<file path="src/rtl/spiwr_pkg.sv">
package spiwr_pkg;
  localparam int BYTE_W = 8;
  localparam int PTR_W  = 7;

  typedef struct packed {
    logic              loadPtr;
    logic              writeByte;
    logic [BYTE_W-1:0] byteVal;
  } strobe_t;
endpackage

</file>
<file path="src/rtl/spiwr_ctrl.sv">
module spiwr_ctrl
  import spiwr_pkg::*;
#(
  parameter int         SYNC_STAGES = 2,
  parameter logic [6:0] DEVICE_ID   = 7'b0010000
) (
  input  logic    clk,
  input  logic    rstN,
  input  logic    serClk,
  input  logic    serSelN,
  input  logic    serData,
  output strobe_t strb
);
  localparam int CNT_W = $clog2(BYTE_W);
  localparam logic [BYTE_W-1:0] WRITE_HDR = {DEVICE_ID, 1'b0};

  typedef enum logic [1:0] {FR_DEV, FR_PTR, FR_DATA, FR_SKIP} frame_e;

  logic [SYNC_STAGES-1:0] clkPipe, selPipe, datPipe;
  logic clkSync, selSync, datSync, clkPrev, riseEdge;
  logic [CNT_W-1:0] bitCnt;
  logic [BYTE_W-2:0] shiftReg;
  logic [BYTE_W-1:0] fullByte;
  frame_e frameSt;

  generate
    if (SYNC_STAGES == 1) begin : g_sync1
      always_ff @(posedge clk or negedge rstN) begin
        if (!rstN) begin
          clkPipe <= '0; selPipe <= '1; datPipe <= '0;
        end else begin
          clkPipe <= serClk; selPipe <= serSelN; datPipe <= serData;
        end
      end
    end else begin : g_syncN
      always_ff @(posedge clk or negedge rstN) begin
        if (!rstN) begin
          clkPipe <= '0; selPipe <= '1; datPipe <= '0;
        end else begin
          clkPipe <= {clkPipe[SYNC_STAGES-2:0], serClk};
          selPipe <= {selPipe[SYNC_STAGES-2:0], serSelN};
          datPipe <= {datPipe[SYNC_STAGES-2:0], serData};
        end
      end
    end
  endgenerate

  assign clkSync  = clkPipe[SYNC_STAGES-1];
  assign selSync  = selPipe[SYNC_STAGES-1];
  assign datSync  = datPipe[SYNC_STAGES-1];
  assign riseEdge = clkSync & ~clkPrev & ~selSync;
  assign fullByte = {shiftReg, datSync};

  always_ff @(posedge clk or negedge rstN) begin
    if (!rstN) begin
      clkPrev  <= 1'b0;
      bitCnt   <= '0;
      shiftReg <= '0;
      frameSt  <= FR_DEV;
      strb     <= '0;
    end else begin
      clkPrev        <= clkSync;
      strb.loadPtr   <= 1'b0;
      strb.writeByte <= 1'b0;
      if (selSync) begin
        bitCnt   <= '0;
        shiftReg <= '0;
        frameSt  <= FR_DEV;
      end else if (riseEdge) begin
        shiftReg <= fullByte[BYTE_W-2:0];
        bitCnt   <= bitCnt + 1'b1;
        if (bitCnt == CNT_W'(BYTE_W-1)) begin
          unique case (frameSt)
            FR_DEV:  frameSt <= (fullByte == WRITE_HDR) ? FR_PTR : FR_SKIP;
            FR_PTR: begin
              strb.loadPtr <= 1'b1;
              strb.byteVal <= fullByte;
              frameSt      <= FR_DATA;
            end
            FR_DATA: begin
              strb.writeByte <= 1'b1;
              strb.byteVal   <= fullByte;
            end
            FR_SKIP: frameSt <= FR_SKIP;
          endcase
        end
      end
    end
  end
endmodule

</file>
<file path="src/rtl/spiwr_datapath.sv">
module spiwr_datapath
  import spiwr_pkg::*;
#(
  parameter int NUM_REGS = 16
) (
  input  logic                       clk,
  input  logic                       rstN,
  input  strobe_t                    strb,
  output logic [PTR_W-1:0]           ptr,
  output logic                       incr,
  output logic [NUM_REGS*BYTE_W-1:0] regFlat
);
  always_ff @(posedge clk or negedge rstN) begin
    if (!rstN) begin
      ptr  <= '0;
      incr <= 1'b0;
    end else if (strb.loadPtr) begin
      ptr  <= strb.byteVal[PTR_W-1:0];
      incr <= strb.byteVal[BYTE_W-1];
    end else if (strb.writeByte && incr) begin
      ptr <= ptr + 1'b1;
    end
  end

  generate
    for (genvar g = 0; g < NUM_REGS; g++) begin : g_reg
      always_ff @(posedge clk or negedge rstN) begin
        if (!rstN)
          regFlat[g*BYTE_W +: BYTE_W] <= '0;
        else if (strb.writeByte && (ptr == PTR_W'(g)))
          regFlat[g*BYTE_W +: BYTE_W] <= strb.byteVal;
      end
    end
  endgenerate
endmodule

</file>
<file path="src/rtl/spiwr_regport.sv">
module spiwr_regport
  import spiwr_pkg::*;
#(
  parameter int         NUM_REGS    = 16,
  parameter int         SYNC_STAGES = 2,
  parameter logic [6:0] DEVICE_ID   = 7'b0010000
) (
  input  logic                       clk,
  input  logic                       rstN,
  input  logic                       serClk,
  input  logic                       serSelN,
  input  logic                       serData,
  output logic [NUM_REGS*BYTE_W-1:0] regFlat
);
  strobe_t           strb;
  logic [PTR_W-1:0]  ptr;
  logic              incr;

  spiwr_ctrl #(.SYNC_STAGES(SYNC_STAGES), .DEVICE_ID(DEVICE_ID)) u_ctrl (
    .clk(clk), .rstN(rstN), .serClk(serClk), .serSelN(serSelN),
    .serData(serData), .strb(strb)
  );

  spiwr_datapath #(.NUM_REGS(NUM_REGS)) u_dp (
    .clk(clk), .rstN(rstN), .strb(strb), .ptr(ptr), .incr(incr),
    .regFlat(regFlat)
  );
endmodule

</file>
<file path="config.mk">
export PLATFORM = sky130hd
export DESIGN_NAME = spiwr_regport
export DESIGN_NICKNAME = d
export VERILOG_FILES = /design/src/rtl/spiwr_pkg.sv /design/src/rtl/spiwr_ctrl.sv /design/src/rtl/spiwr_datapath.sv /design/src/rtl/spiwr_regport.sv
export SDC_FILE = /design/constraint.sdc
export NUM_CORES = 1
export LEC_CHECK = 0
export BUFFER_PORTS_ARGS = -buffer_cell sky130_fd_sc_hd__buf_2
export CAP_MARGIN = 25
export CORE_ASPECT_RATIO = 0.7
export CORE_MARGIN = 2
export CORE_UTILIZATION = 55
export DETAILED_ROUTE_END_ITERATION = 7
export MAX_ROUTING_LAYER = met4
export PLACE_DENSITY = 0.77
export SLEW_MARGIN = 25
export SYNTH_ARGS = -nofsm -noshare
export SYNTH_HDL_FRONTEND = slang
export SYNTH_SLANG_ARGS = --single-unit
export TNS_END_PERCENT = 1
</file>
<file path="constraint.sdc">
create_clock -name clk -period 2.1 [get_ports clk]
set_input_delay 0.21 -clock clk [delete_from_list [all_inputs] [get_ports clk]]
set_output_delay 0.21 -clock clk [all_outputs]
set_load 0.1 [all_outputs]
</file>
# Word level (Yosys, flattened, before mapping)
# Index checks and enable logic that the tools add are counted.
# Widths: inputs -> output; s select.
[totals]
regBits = 165
elab_cells = 97
n_memories = 0
latchBits = 0
inputBits = 5
output_inout_bits = 128
romBits = 0
ram_bits = 0
[op_classes]
n_reduce_logical = 26
n_addsub = 2
bitwise_logic = 4
eq_ne = 20
n_shift = 0
muxes = 17
order_cmp = 0
div_mod_pow = 0
mul = 0
[op_table]
columns = ["operator", "count"]
rows = [
  ["$eq 7x4->1 const B", 8],
  ["$mux 10", 3],
  ["$eq 7x3->1 const B", 4],
  ["$mux 7", 4],
  ["$logic_and 1x1->1", 17],
  ["$eq 7x2->1 const B", 2],
  ["$eq 8x6->1 const B", 1],
  ["$mux 2", 4],
  ["$mux 8", 1],
  ["$add 7x1->7 const B", 1],
  ["$eq 7x1->1 const B", 1],
  ["$logic_not 7->1", 1],
  ["$mux 3", 2],
  ["$pmux 2 s3", 1],
  ["$reduce_bool 2->1", 3],
  ["$eq 2x2->1 const B", 2],
  ["$reduce_and 4->1", 1],
  ["$reduce_bool 4->1", 1],
  ["$add 3x1->3 const B", 1],
  ["$eq 3x3->1 const B", 1],
  ["$reduce_and 3->1", 1],
  ["$and 1x1->1", 2],
  ["$eq 2x1->1 const B", 1],
  ["$logic_not 2->1", 1],
  ["3 further kinds", 5],
]

# Logic depth before layout (Yosys ltp)
[depth]
word_depth = 6
mapped_depth = 5
ltp_nobuf = 5

# Cells and area by module
# A second synthesis with hierarchy kept.
[hier_totals]
hier_cells = 442
hier_area_um2 = 6766.5
[modules_own_cells]
columns = ["module", "seq_area_each_um2", "cells_per_inst", "n_inst", "area_per_inst_um2"]
rows = [
  ["spiwr_datapath", 3403.3, 347, 1, 5552.8],
  ["spiwr_ctrl", 728.2, 95, 1, 1213.7],
]

# Worst setup path before layout
# OpenSTA, ideal clock, no wires.
[synth_timing]
kind = "register to register"
start = "register u_ctrl.bitCnt[0]"
end = "register, netlist name u_ctrl.strb[0]"
path_slack_ns = 0.395
t_arrival_ns = 1.581
stages_incl_launch_ff = 6
required_ns = 1.975
setup_ns = 0.125
synth_period_minus_slack_ns = 1.705
path_buffers = 0
path_cell_list = "dfrtp_1 -> ha_1 -> ha_1 -> and4bb_2 -> nand2_1 -> mux2_2"
[synth_between]
elab_chain_len = 2
[synth_lines]
columns = ["element", "line", "text"]
rows = [
  ["from (decl)", "spiwr_ctrl.sv:21", "logic [CNT_W-1:0] bitCnt;"],
  ["from (signal assigned)", "spiwr_ctrl.sv:71", "bitCnt <= bitCnt + 1'b1;"],
  ["$eq 3x3->1", "spiwr_ctrl.sv:72", "if (bitCnt == CNT_W'(BYTE_W-1)) begin"],
  ["$reduce_and 4->1 (no line)", "n/a", ""],
]
# No other way between the ends.
# A chain may end at the register's enable or synchronous reset.

# Worst setup path in the final report
[layout_timing]
start = "register u_ctrl.bitCnt[0]"
end = "register, netlist name u_ctrl.strb[1]"
[layout_between]
elab_chain_len = 2
[layout_lines]
columns = ["element", "line"]
rows = [
  ["$eq 3x3->1", "spiwr_ctrl.sv:72"],
  ["$reduce_and 4->1 (no line)", "n/a"],
]
# No other way between the ends.

==> results.py <==
metrics = {
    "outcome": {
        "outcome": "finished, final reports clean",
    },
    "timing": {
        "slew_violations": 0,
        "fmax_mhz": 521,
        "slew_headroom": 0.434,
        "worst_slew_pin_slew_ns": 0.849,
        "finalSetupViolations": 0,
        "fin_crit_ns": 1.92,
        "period_share": 0.914,
        "final.setup.tns_ns": 0,
        "timing.final.ws_setup_ns": 0.180,
        "grt_setup_unrepaired": "no",
        "skew_ns": 0.00819,
        "hold_viol": 0,
    },
    "logic_synthesis": {
        "synth_warnings": 0,
        "synth-seq-cells": 165,
        "synth_edf_count": 0,
        "avgSynthCellArea_sq_um": 15.3,
        "syn_nets": 455,
        "seq_area_frac_synth": 0.617,
        "synthFlopType": "dfrtp_1",
        "postSynthCellCount": 438,
        "synth_cell_types": 34,
        "async_flop_share": 1.00,
        "syn_area_sq_mm": 0.00670,
    },
    "grt": {
        "overflow": 0,
        "grt_antenna_before_repair": 0,
        "grt_use_total": 0.267,
        "gr-usage-met3": 0.0779,
        "grt_util_met2": 0.397,
        "grt_util_met1": 0.358,
        "grt_pass1_wl_mm": 24.8,
        "top_usage_layer": "met2",
        "grt_max_degree": 70,
        "grt_pass1_vias": 4380,
    },
    "critical_path": {
        "start_kind": "register",
        "cpPeakStageDelay_ns": 0.40,
        "crit_arrival_ns": 2.22,
        "cp-end-kind": "register",
        "critPathKind": "register to register",
        "required_ns": 2.40,
        "cp_common_cell": "ha_1",
        "slowest_stage": "dfrtp_1",
        "path_cells": "ha_1, ha_1, and4bb_2, nand2_1, mux2_2",
        "cp_max_fo": 8,
    },
    "power_and_ir_drop": {
        "peakVddDrop_uv": 567,
        "power_density_mw_per_mm2": 772,
        "power.switching_mw": 1.38,
        "swShare": 0.219,
        "seqPwrFrac": 0.507,
        "combPwrFrac": 0.016,
        "clkPwrFrac": 0.477,
        "internal_power_mw": 4.93,
        "power.leakage_nw": 4.55,
    },
    "route": {
        "ant_nets": 0,
        "num_vias": 4226,
        "drc_errors": 0,
        "routed_wl_mm": 15.7,
        "routedWlPerCell_um": 20.8,
        "viasPerCell": 5.62,
        "drt_iter0_drc": 228,
        "first_pass_iters": 4,
    },
    "clock_tree": {
        "clock_latency_ns": 0.42,
        "htree_levels": 4,
        "cts_tree": "done",
        "cts.sinks": 165,
        "path_clk_slew_ns": 0.07,
        "cts_buffer_depth": 2,
        "cts_made_buffers": 17,
        "cts_setup_buffers": 0,
        "clock-root-buffer": "clkbuf_16",
    },
    "final_layout": {
        "final_common_cell": "dfrtp_1",
        "nNetsFinal": 599,
        "fin_util": 0.692,
        "instances_no_fill": 752,
        "syn2layout_area_growth_pct": 21.9,
        "diodes": 0,
        "drive_gt1_frac": 0.555,
        "final_cell_mix": "dfrtp_1, mux2_2, buf_2",
    },
    "floorplanning": {
        "ioPinCount": 133,
        "fp.dieW_um": 136,
        "rows": 33,
        "design.die.area_sq_mm": 0.0131,
        "design.core.area_sq_mm": 0.0118,
        "start_util": 0.567,
        "dieHeight_um": 96.3,
    },
    "placement": {
        "dpl.cell_count": 716,
        "hpwl_mm": 10.4,
        "place.gp.congestion": 0.880,
        "io_buffers": 132,
        "post-place-ws_ns": 0.209,
    },
    "worst_hold_path": {
        "hp-class": "input pin to async pin",
    },
    "run": {
        "cap_violations": 0,
    },
}
## cells by family (layout without fill, tap and decap cells)
family,after synthesis,count (layout),synth area share
flops,165,165,0.617
simple gates,79,79,0.0921
buf+inv,23,180,0.0155
fa+ha+maj,12,12,0.0224
compound gates,18,18,0.0142
xor+xnor,3,3,0.00392
mux,138,138,0.235
## sequential cells by signal, summed over array words and instances (netlist names)
register	cells
u_ctrl.bitCnt	3
u_ctrl.clkPipe	2
u_ctrl.clkPrev	1
u_ctrl.datPipe	2
u_ctrl.frameSt	2
u_ctrl.selPipe	2
u_ctrl.shiftReg	7
u_ctrl.strb	10
u_dp.incr	1
u_dp.ptr	7
u_dp.regFlat	128
## metal layers
layer | wire [um] | share of wire | up-vias
met5 | 0 | 0 | -
li1 | - | - | 1865
met2 | 7190 | 0.46 | 141
met3 | 1080 | 0.069 | 31
met1 | 7140 | 0.46 | 2189
met4 | 261 | 0.017 | 0
## final cells by class
type                            count  area, sq um
Fill cell                         851         3640
Sequential cell                   165         4130
Timing Repair Buffer              143          785
Tap cell                          157          196
Inverter                            5         18.8
Clock buffer                       19          453
Clock inverter                     13          121
Multi-Input combinational cell    250         2460
## power by group through the flow
stage	clock network [mW]	registers (mW)	logic (mW)
2_1_floorplan	0	3.26	0.0164
3_3_place_gp	0	3.26	0.0983
3_5_place_dp	0	3.26	0.101
4_1_cts	3.06	3.20	0.108
5_1_grt	3.19	3.20	0.120
6_report	3.01	3.20	0.103
## timing repair
item / 4_1_cts / 5_1_grt
hold buffers: 4 / 0
gates resized for setup: 0 / 0
setup endpoints to repair: 0 / 0
endpoints found under the hold margin: 50 / 0
## metrics by stage
stage | cell area [sq um] | power (mW) | hold WS [ns]
floorplan | 6700 | 3.27 | -0.0856
global placement | 7550 | 3.35 | 0.181
detailed placement | 7550 | 3.36 | 0.183
CTS | 8170 | 6.36 | 0.311
global route | 8170 | 6.51 | 0.338
finish | 8170 | 6.31 | 0.286
## worst max-delay path, delay by kind of cell, from the launching register on
family | cells | cell delay, ns
DFF | 1 | 0.40
and+or+nand+nor | 2 | 0.56
adders and majority gates | 2 | 0.45
muxes | 1 | 0.39
## final timing paths
path	start	to	slack [ns]	depth (start not counted)
worst max-delay path	u_ctrl.bitCnt[0]	u_ctrl.strb[1]	0.18	5
worst min-delay path	rstN	u_dp.regFlat[59]	0.29	2
worst max register to register	u_ctrl.bitCnt[0]	u_ctrl.strb[1]	0.18	5
worst min register to register	u_ctrl.clkPipe[0]	u_ctrl.clkPipe[1]	0.36	0
max in group asynchronous	rstN	u_dp.regFlat[11]	1.06	3
min in group clk	u_ctrl.clkPipe[0]	u_ctrl.clkPipe[1]	0.36	0
## cells in the mapped netlist (2+ instances only)
cell | number | area share
clkbuf_1 | 13 | 0.0073
or4_1 | 5 | 0.0056
o21ai_0 | 7 | 0.0052
nand3_1 | 8 | 0.0060
nor4_1 | 2 | 0.0019
nand2b_1 | 2 | 0.0019
xnor2_1 | 3 | 0.0039
dfstp_2 | 2 | 0.0078
buf_4 | 2 | 0.0022
nand4_1 | 2 | 0.0019
nor2b_1 | 6 | 0.0056
mux2_2 | 131 | 0.22
dfrtp_1 | 163 | 0.61
a21oi_1 | 9 | 0.0067
nand4_4 | 8 | 0.025
inv_1 | 5 | 0.0028
nand2_1 | 28 | 0.016
ha_1 | 12 | 0.022
and2_1 | 2 | 0.0019
nand4_2 | 8 | 0.015
buf_2 | 2 | 0.0015
mux2_4 | 6 | 0.013
Note: power is estimated with default switching activity, not from simulation.
